$ cat config.mk
export PLATFORM = sky130hd
export DESIGN_NAME = wsd_top
export DESIGN_NICKNAME = d
export VERILOG_FILES = /design/src/rtl/wsd_pkg.sv /design/src/rtl/wsd_weight_table.sv /design/src/rtl/wsd_lfsr.sv /design/src/rtl/wsd_scan.sv /design/src/rtl/wsd_top.sv
export SDC_FILE = /design/constraint.sdc
export NUM_CORES = 1
export LEC_CHECK = 0
export BUFFER_PORTS_ARGS = -buffer_cell sky130_fd_sc_hd__buf_4
export CAP_MARGIN = 25
export CORE_MARGIN = 2
export CORE_UTILIZATION = 55
export DETAILED_ROUTE_END_ITERATION = 8
export MAX_ROUTING_LAYER = met4
export PLACE_DENSITY = 0.85
export SETUP_SLACK_MARGIN = 0.05
export SYNTH_ARGS = -nofsm -noshare
export SYNTH_HDL_FRONTEND = slang
export SYNTH_SLANG_ARGS = --single-unit
$ cat constraint.sdc
create_clock -name clk -period 5.29 [get_ports clk]
set_clock_uncertainty 0.1 [all_clocks]
set_input_delay 1.058 -clock clk [delete_from_list [all_inputs] [get_ports clk]]
set_output_delay 1.058 -clock clk [all_outputs]
set_load 0.02 [all_outputs]
$ cat src/rtl/wsd_pkg.sv
// Package for the weighted state detector.
// Holds the generator width, its seed and its next-state function.
// Assumes a 32-bit generator and weights no wider than 32 bits.
package wsd_pkg;
    localparam int LFSR_W = 32;
    localparam logic [LFSR_W-1:0] LFSR_SEED = 32'h1D87_2B41;

    // One left shift step; feedback taps are bits 31, 21, 1 and 0.
    function automatic logic [LFSR_W-1:0] lfsr_step(input logic [LFSR_W-1:0] cur);
        return {cur[LFSR_W-2:0], cur[31] ^ cur[21] ^ cur[1] ^ cur[0]};
    endfunction
endpackage

$ cat src/rtl/wsd_weight_table.sv
// Weight table: one register per basis state, written through a simple port.
// Assumes writes are issued only while no measurement is scanning.
module wsd_weight_table #(
    parameter int Q_BITS = 3,
    parameter int W_BITS = 16,
    localparam int NSTATE = 1 << Q_BITS
) (
    input  logic                     clk,
    input  logic                     rst_n,
    input  logic                     wr_en,
    input  logic [Q_BITS-1:0]        wr_addr,
    input  logic [W_BITS-1:0]        wr_data,
    output logic [NSTATE*W_BITS-1:0] weights_flat
);
    for (genvar g = 0; g < NSTATE; g++) begin : g_entry
        logic [W_BITS-1:0] entry_q;
        // Load this entry when its index is addressed; clear on reset.
        always_ff @(posedge clk) begin
            if (!rst_n)
                entry_q <= '0;
            else if (wr_en && (wr_addr == Q_BITS'(g)))
                entry_q <= wr_data;
        end
        assign weights_flat[g*W_BITS +: W_BITS] = entry_q;
    end
endmodule

$ cat src/rtl/wsd_lfsr.sv
// Maximal-length pseudo-random generator; advances only when stepped.
// Assumes the seed is non-zero.
module wsd_lfsr
    import wsd_pkg::*;
(
    input  logic              clk,
    input  logic              rst_n,
    input  logic              step,
    output logic [LFSR_W-1:0] state_q
);
    // Seed on reset, advance one step per accepted request.
    always_ff @(posedge clk) begin
        if (!rst_n)
            state_q <= LFSR_SEED;
        else if (step)
            state_q <= lfsr_step(state_q);
    end
endmodule

$ cat src/rtl/wsd_scan.sv
// Cumulative scan: walks the table one entry per clock and accumulates the
// weights. It records the first index whose running sum exceeds the draw.
// After the last entry it reports that index, or the last index when no sum
// exceeded the draw. Assumes the draw and the weights are steady while busy.
module wsd_scan #(
    parameter int Q_BITS = 3,
    parameter int W_BITS = 16,
    localparam int NSTATE = 1 << Q_BITS,
    localparam int CUM_W  = W_BITS + Q_BITS
) (
    input  logic                     clk,
    input  logic                     rst_n,
    input  logic                     start,
    input  logic [W_BITS-1:0]        draw,
    input  logic [NSTATE*W_BITS-1:0] weights_flat,
    output logic                     busy,
    output logic                     done,
    output logic [Q_BITS-1:0]        state
);
    localparam logic [Q_BITS-1:0] LAST_IDX = Q_BITS'(NSTATE - 1);

    logic [Q_BITS-1:0] idx_q;
    logic [CUM_W-1:0]  cum_q;
    logic              found_q;
    logic [Q_BITS-1:0] hit_idx_q;
    logic [W_BITS-1:0] w_cur;
    logic [CUM_W-1:0]  cum_nxt;
    logic              hit;
    logic              last;

    // Current weight, the next running sum and the first-hit test.
    always_comb begin
        w_cur   = weights_flat[idx_q*W_BITS +: W_BITS];
        cum_nxt = cum_q + CUM_W'(w_cur);
        hit     = !found_q && (CUM_W'(draw) < cum_nxt);
        last    = (idx_q == LAST_IDX);
    end

    // Scan sequencing, first-hit capture and result register.
    always_ff @(posedge clk) begin
        if (!rst_n) begin
            busy      <= 1'b0;
            done      <= 1'b0;
            state     <= '0;
            idx_q     <= '0;
            cum_q     <= '0;
            found_q   <= 1'b0;
            hit_idx_q <= '0;
        end else begin
            done <= 1'b0;
            if (start && !busy) begin
                busy    <= 1'b1;
                idx_q   <= '0;
                cum_q   <= '0;
                found_q <= 1'b0;
            end else if (busy) begin
                cum_q <= cum_nxt;
                idx_q <= idx_q + 1'b1;
                if (hit) begin
                    found_q   <= 1'b1;
                    hit_idx_q <= idx_q;
                end
                if (last) begin
                    busy  <= 1'b0;
                    done  <= 1'b1;
                    state <= hit ? idx_q : (found_q ? hit_idx_q : LAST_IDX);
                end
            end
        end
    end
endmodule

$ cat src/rtl/wsd_top.sv
// Weighted random state detector top.
// An accepted request advances the generator once. The scan then compares the
// upper generator bits with the running weight sum over 2^Q_BITS cycles.
// Assumes W_BITS <= 32 and that the host writes weights only between scans.
module wsd_top
    import wsd_pkg::*;
#(
    parameter int Q_BITS = 3,
    parameter int W_BITS = 16,
    localparam int NSTATE = 1 << Q_BITS
) (
    input  logic              clk,
    input  logic              rst_n,
    input  logic              wt_we,
    input  logic [Q_BITS-1:0] wt_addr,
    input  logic [W_BITS-1:0] wt_data,
    input  logic              meas_req,
    output logic              meas_done,
    output logic [Q_BITS-1:0] meas_state
);
    logic [NSTATE*W_BITS-1:0] weights_flat;
    logic [LFSR_W-1:0]        lfsr_q;
    logic                     scan_busy;
    logic                     accept;

    // A request is taken only when no scan is running.
    assign accept = meas_req && !scan_busy;

    wsd_weight_table #(.Q_BITS(Q_BITS), .W_BITS(W_BITS)) u_table (
        .clk          (clk),
        .rst_n        (rst_n),
        .wr_en        (wt_we),
        .wr_addr      (wt_addr),
        .wr_data      (wt_data),
        .weights_flat (weights_flat)
    );

    wsd_lfsr u_lfsr (
        .clk     (clk),
        .rst_n   (rst_n),
        .step    (accept),
        .state_q (lfsr_q)
    );

    wsd_scan #(.Q_BITS(Q_BITS), .W_BITS(W_BITS)) u_scan (
        .clk          (clk),
        .rst_n        (rst_n),
        .start        (meas_req),
        .draw         (lfsr_q[LFSR_W-1 -: W_BITS]),
        .weights_flat (weights_flat),
        .busy         (scan_busy),
        .done         (meas_done),
        .state        (meas_state)
    );
endmodule

Yosys cells after proc, flatten, opt, wreduce, memory -nomap -nowiden
Cells that the tools add are included.
Widths: inputs -> output; s select.
{"block": "word_totals", "ff_bits": 191, "input_bits": 23}
{"block": "op_classes", "reduce_logical": 18, "mux": 6, "bitwise_logic": 6, "addsub": 2, "eq_ne": 8, "magnitude_cmp": 1, "shift": 1}
{"operator": "$shiftx 128x8->16", "n": 1}
{"operator": "$add 19x16->19", "n": 1}
{"operator": "$lt 16x19->1", "n": 1}
{"operator": "$eq 3x3->1 const B", "n": 5}
{"operator": "$logic_and 1x1->1", "n": 10}
{"operator": "$eq 3x2->1 const B", "n": 2}
{"operator": "$mux 3", "n": 2}
{"operator": "$reduce_and 3->1", "n": 2}
{"operator": "$mux 1", "n": 4}
{"operator": "$add 3x1->3 const B", "n": 1}
{"operator": "$eq 3x1->1 const B", "n": 1}
{"operator": "$logic_not 3->1", "n": 1}
{"operator": "$not 1->1", "n": 3}
{"operator": "$reduce_or 3->1", "n": 1}
{"operator": "$xor 1x1->1", "n": 3}
{"operator": "$logic_not 1->1", "n": 2}
{"operator": "$reduce_and 2->1", "n": 1}
{"operator": "$reduce_or 2->1", "n": 1}

Logic depth before layout (Yosys ltp)
{"block": "logic_depth", "ltp_word": 5, "mapped_depth": 20, "ltp_nobuf": 18}

Modules after synthesis
A second synthesis with hierarchy kept.
{"block": "unflattened", "cells_unflattened": 902, "area_unflattened_um2": 9328.9}
{"module": "wsd_weight_table", "n_inst": 1, "cells_per_inst": 439, "area_each_um2": 4628.2}
{"module": "wsd_scan", "n_inst": 1, "cells_per_inst": 356, "area_each_um2": 3485.8}
{"module": "wsd_lfsr", "n_inst": 1, "cells_per_inst": 106, "area_each_um2": 1201.2}
{"module": "wsd_top", "n_inst": 1, "cells_per_inst": 1, "area_each_um2": 13.8}

Worst setup path before layout
No wires, ideal clock.
{"block": "synth_path", "kind": "register -> register", "startpoint": "register u_scan.idx_q[0]", "endpoint": "register u_scan.found_q", "stages_incl_launch_ff": 21, "path_buffers": 2, "t_arrival_ns": 5.269, "path_slack_ns": -0.194, "required_ns": 5.075, "cell_sequence": "dfxtp_1 -> clkbuf_1 -> buf_1 -> mux4_2 -> mux2_2 -> ha_1 -> fa_1 -> a21o_1 -> a221oi_2 -> o21ai_0 -> a21o_1 -> a21oi_1 -> xor2_1 -> ha_1 -> nand2_1 -> nor2_1 -> a211oi_1 -> o2111a_1 -> a2111oi_2 -> a311oi_4 -> o21ba_1"}
{"block": "synth_via", "elab_chain_cells": 5}
{"item": "start: declaration", "line": "wsd_scan.sv:22", "source": "logic [Q_BITS-1:0] idx_q;"}
{"item": "start signal: assignment", "line": "wsd_scan.sv:58", "source": "idx_q <= idx_q + 1'b1;"}
{"item": "$shiftx 128x8->16", "line": "wsd_scan.sv:33", "source": "w_cur = weights_flat[idx_q*W_BITS +: W_BITS];"}
{"item": "$add 19x16->19", "line": "wsd_scan.sv:34", "source": "cum_nxt = cum_q + CUM_W'(w_cur);"}
{"item": "$lt 16x19->1", "line": "wsd_scan.sv:35", "source": "hit = !found_q && (CUM_W'(draw) < cum_nxt);"}
{"item": "$logic_and 1x1->1", "line": "wsd_scan.sv:35"}
{"item": "$reduce_and 2->1 (no source line)"}
{"item": "end signal: assignment", "line": "wsd_scan.sv:47", "source": "found_q <= 1'b0;"}
{"item": "end signal: assignment", "line": "wsd_scan.sv:55", "source": "found_q <= 1'b0;"}
{"item": "end signal: assignment", "line": "wsd_scan.sv:60", "source": "found_q <= 1'b1;"}
{"item": "end: declaration", "line": "wsd_scan.sv:24", "source": "logic found_q;"}
No other way between the ends.
A chain may end at the register's enable or synchronous reset.

Worst setup path in the final report
{"block": "layout_path", "startpoint": "register u_scan.idx_q[1]", "endpoint": "register u_scan.hit_idx_q[2]"}
{"block": "layout_via", "elab_chain_cells": 5}
{"item": "$shiftx 128x8->16", "line": "wsd_scan.sv:33"}
{"item": "$add 19x16->19", "line": "wsd_scan.sv:34"}
{"item": "$lt 16x19->1", "line": "wsd_scan.sv:35"}
{"item": "$logic_and 1x1->1", "line": "wsd_scan.sv:35"}
{"item": "$reduce_and 3->1 (no source line)"}
{"item": "end signal: assignment", "line": "wsd_scan.sv:61", "source": "hit_idx_q <= idx_q;"}
{"item": "end: declaration", "line": "wsd_scan.sv:25", "source": "logic [Q_BITS-1:0] hit_idx_q;"}
No other way between the ends.

==> impl_metrics.env <==
export IMPL_antenna_found_initial=0
export IMPL_vias=7350
export IMPL_synth_area_leaders="dfxtp_1 (42%), nand2_1 (15%), a21boi_0 (12%)"
export IMPL_grt_pass1_vias=7119
export IMPL_drt_initial_drc_count=572
export IMPL_first_pass_iters=5
export IMPL_r2r_end="u_scan.hit_idx_q[2]"
export IMPL_outcome="complete, no violations"
export IMPL_synthDistinctLibCells=45
export IMPL_grt_pass1_wl_microns=35600
export IMPL_r2r_slack_ps=370
export IMPL_holdPathEnd="u_scan.hit_idx_q[0]"
export IMPL_die_area_sq_um=17800
export IMPL_drv_cap=0
export IMPL_n_antenna_cell=0
export IMPL_grt_use_total_pct=25.9
export IMPL_holdBufCountCts=0
export IMPL_layout_nets=1104
export IMPL_crit_required_ps=5560
export IMPL_ant_nets=0
export IMPL_critPathSlowestCell="dfxtp_1"
export IMPL_drv_slew=0
export IMPL_cp_startpoint="u_scan.idx_q[1]"
export IMPL_clkPwrFrac_pct=43.1
export IMPL_wl_met1_microns=9350
export IMPL_sw_frac_of_total_pct=25.3
export IMPL_row_count=47
export IMPL_post_cts_buffers=0
export IMPL_die_h_microns=133
export IMPL_synth_mux_area_fraction_pct=10.7
export IMPL_syn_inst=1061
export IMPL_cts_tree="done"
export IMPL_root_buffer="clkbuf_16"
export IMPL_period_needed_ps=4920
export IMPL_synth_area_leader_cell="dfxtp_1"
export IMPL_ys_ff_latch=191
export IMPL_leakage_nw=3.66
export IMPL_routed_wl_met2_microns=10700
export IMPL_routed_top_layer="met4"
export IMPL_hpwl_microns=13900
export IMPL_hold_depth=2
export IMPL_insertion_delay_ps=440
export IMPL_synth_flop_cell="dfxtp_1"
export IMPL_grt_max_degree=112
export IMPL_path_delay_family="compound AO/OA/AOI/OAI gates"
export IMPL_avgViaCountPerCell=5.74
export IMPL_die_w_microns=133
export IMPL_finalWeightedCongestion=0.881
export IMPL_hold_path_class="reg -> reg"
export IMPL_irDropWorstVdd_mv=0.291
export IMPL_async_reset_ff_share_pct=0
export IMPL_min_delay_start="u_scan.hit_idx_q[0]"
export IMPL_power_density_nw_per_um2=304
export IMPL_synthSimpleGateAreaFrac_pct=19.7
export IMPL_yosysSeqAreaShare_pct=41.5
export IMPL_wl_per_cell_microns=16.9
export IMPL_io_buffers=26
export IMPL_rr_worst_depth=18
export IMPL_synth_nets=1118
export IMPL_yosys_warnings=0
export IMPL_cts_htree_levels=4
export IMPL_yosys_area_share_adder_pct=4.70
export IMPL_p_switching_w=0.000782
export IMPL_synth_edf_count=0
export IMPL_crit_path_end_kind="flop"
export IMPL_synth_top_area_share_pct=41.5
export IMPL_path_clk_slew_ps=70
export IMPL_critPathArrivalTime_ps=5190
export IMPL_timing_rr_start="u_scan.idx_q[1]"
export IMPL_syn_avg_cell_area_sq_um=8.68
export IMPL_core_area_sq_um=16500
export IMPL_startpoint_type="flop"
export IMPL_finalHoldViolations=0
export IMPL_start_util_pct=55.9
export IMPL_slew_headroom_pct=34.8
export IMPL_finalSetupTns_ps=0
export IMPL_synth_top_family_by_area="simple AND/OR/NAND/NOR gates"
export IMPL_fill_cells=1377
export IMPL_clk_path_buf_depth=2
export IMPL_crit_type="reg -> reg"
export IMPL_path_cells="buf_4 > mux4_2 > mux2_2 > ha_1 > a21o_1 > a221oi_2 > o21ai_0 > a21o_1 > a21oi_1 > xor2_1 > ha_1 > nand2_1 > nor2_1 > a211oi_1 > o2111a_1 > a2111oi_4 > a311oi_4 > mux2i_1"
export IMPL_finalNonFillerCells=1280
export IMPL_pwr_share_comb_pct=8.2
export IMPL_cp_max_fo=14
export IMPL_post_route_period_util_pct=93.0
export IMPL_worstMarginPinSlew_ps=975
export IMPL_fmax_mhz=203
export IMPL_synth_compound_area_share_pct=17.9
export IMPL_wl_met3_microns=1040
export IMPL_drc=0
export IMPL_dp_cells=1248
export IMPL_area_growth_pct=10.6
export IMPL_cts_made_buffers=17
export IMPL_io_pins=27
export IMPL_cpPeakStageDelay_ps=580
export IMPL_cts_sinks=191
export IMPL_wirelength_microns=21700
export IMPL_rsz0062_at_grt="no"
export IMPL_power_internal_w=0.00231
export IMPL_synthesis_area_sq_um=9210
export IMPL_seq_power_share_pct=48.7
export IMPL_synth_xor_area_share_pct=1.90
export IMPL_setup_viol=0
export IMPL_drive_gt1_share_pct=12.5
export IMPL_path_buf_inv=1
export IMPL_grt_overflow_total=0
-- logic make-up (layout without fill, tap and decap cells) --
logic type,count (synthesis),count (layout)
buf+inv,84,83
xor+xnor,20,20
mux,56,56
compound gates,228,228
simple gates,448,448
flops,191,191
fa+ha+maj,34,34
-- metrics by stage --
step	setup slack [ps]	total power, W	cell area, sq um	hold WS, ps	utilization (%)
after CTS	172	0.00311	10200	363	61.9
after floorplan	60.0	0.00171	9210	335	-
after global routing	69.9	0.00320	10200	384	61.9
final	369	0.00309	10200	361	61.9
after detailed placement	47.2	0.00179	9560	353	58.1
after global placement	141	0.00178	9540	348	57.9
-- synth_stat cells (2+ instances only) --
master and count:
nand4_1 6, o21bai_1 3, nand3_1 23, a31o_2 2
nand2b_1 6, ha_1 33, nor2b_1 17, nor2_1 22
dfxtp_1 191, buf_1 7, a211oi_1 2, mux2i_1 8
inv_1 8, xnor2_1 11, o21ai_0 22, clkbuf_1 55
a21oi_1 28, mux4_2 32, clkbuf_2 13, o21a_1 4
a21o_1 7, nor3_1 4, mux2_2 16, o311a_1 3
and3_1 4, nand2_1 361, xor2_1 9, a21boi_0 146
or3_1 2
-- sequential cells by signal, summed over array words and instances, names as in the netlist --
register	flops
u_table.g_entry.entry_q	128
u_lfsr.state_q	32
u_scan.idx_q	3
u_scan.state	3
u_scan.done	1
u_scan.hit_idx_q	3
u_scan.cum_q	19
u_scan.found_q	1
u_scan.busy	1
-- power groups by stage --
stage	combinational [W]	sequential [W]	clock, W
2_1_floorplan	0.000190	0.00152	0
3_3_place_gp	0.000240	0.00154	0
3_5_place_dp	0.000251	0.00154	0
4_1_cts	0.000255	0.00151	0.00135
5_1_grt	0.000280	0.00151	0.00141
6_report	0.000254	0.00151	0.00133
-- cells in the final DEF, fill, tap and decap left out, types with 4 or more instances in the layout --
cell type  count
dfxtp_1      190
nand2_1      361
buf_4         39
a21oi_1       28
nand2b_1       6
mux2i_1        8
xnor2_1       11
nor2b_1       16
inv_6          4
nand4_1        6
nor2_1        21
clkbuf_16     17
o21a_1         4
and3_1         4
a21o_1         7
xor2_1         9
mux4_2        32
o21ai_0       22
nand3_1       23
inv_1          8
ha_1          33
a21boi_0     146
mux2_2        16
-- tightest hold or removal path: stages (launching register included) --
cell	delay [ps]
dfxtp_1	310
nand2_1	50
mux2i_1	50
-- cell type report --
cell class                      count  area [sq um]  area share (%)
Multi-Input combinational cell    786          5080            49.9
Sequential cell                   191          3830            37.6
Clock buffer                       19           443            4.35
Timing Repair Buffer               42           360            3.54
Tap cell                          220           275            2.70
Clock inverter                     13           166            1.63
Inverter                            9          33.8           0.332
-- layer usage --
| metal | up-vias | GRT usage [%] |
|---|---|---|
| met5 | - | - |
| met1 | 3529 | 31.9 |
| li1 | 3562 | - |
| met3 | 54 | 5.40 |
| met2 | 205 | 42.1 |
| met4 | 0 | 9.69 |
-- what timing repair did --
item | CTS | global route
setup endpoints to repair | 1 | 7
pin swaps | 0 | 1
gates resized for setup | 1 | 1
endpoints found under the hold margin | 0 | 0
-- how the worst max path moves through the flow --
| stage | cells after the start | to |
|---|---|---|
| floorplan | 20 | u_scan.found_q |
| global placement | 18 | u_scan.found_q |
| detailed placement | 18 | u_scan.found_q |
| CTS | 18 | u_scan.found_q |
| global route | 18 | u_scan.hit_idx_q[2] |
| finish | 18 | u_scan.hit_idx_q[2] |
(Power assumes the default switching activity.)
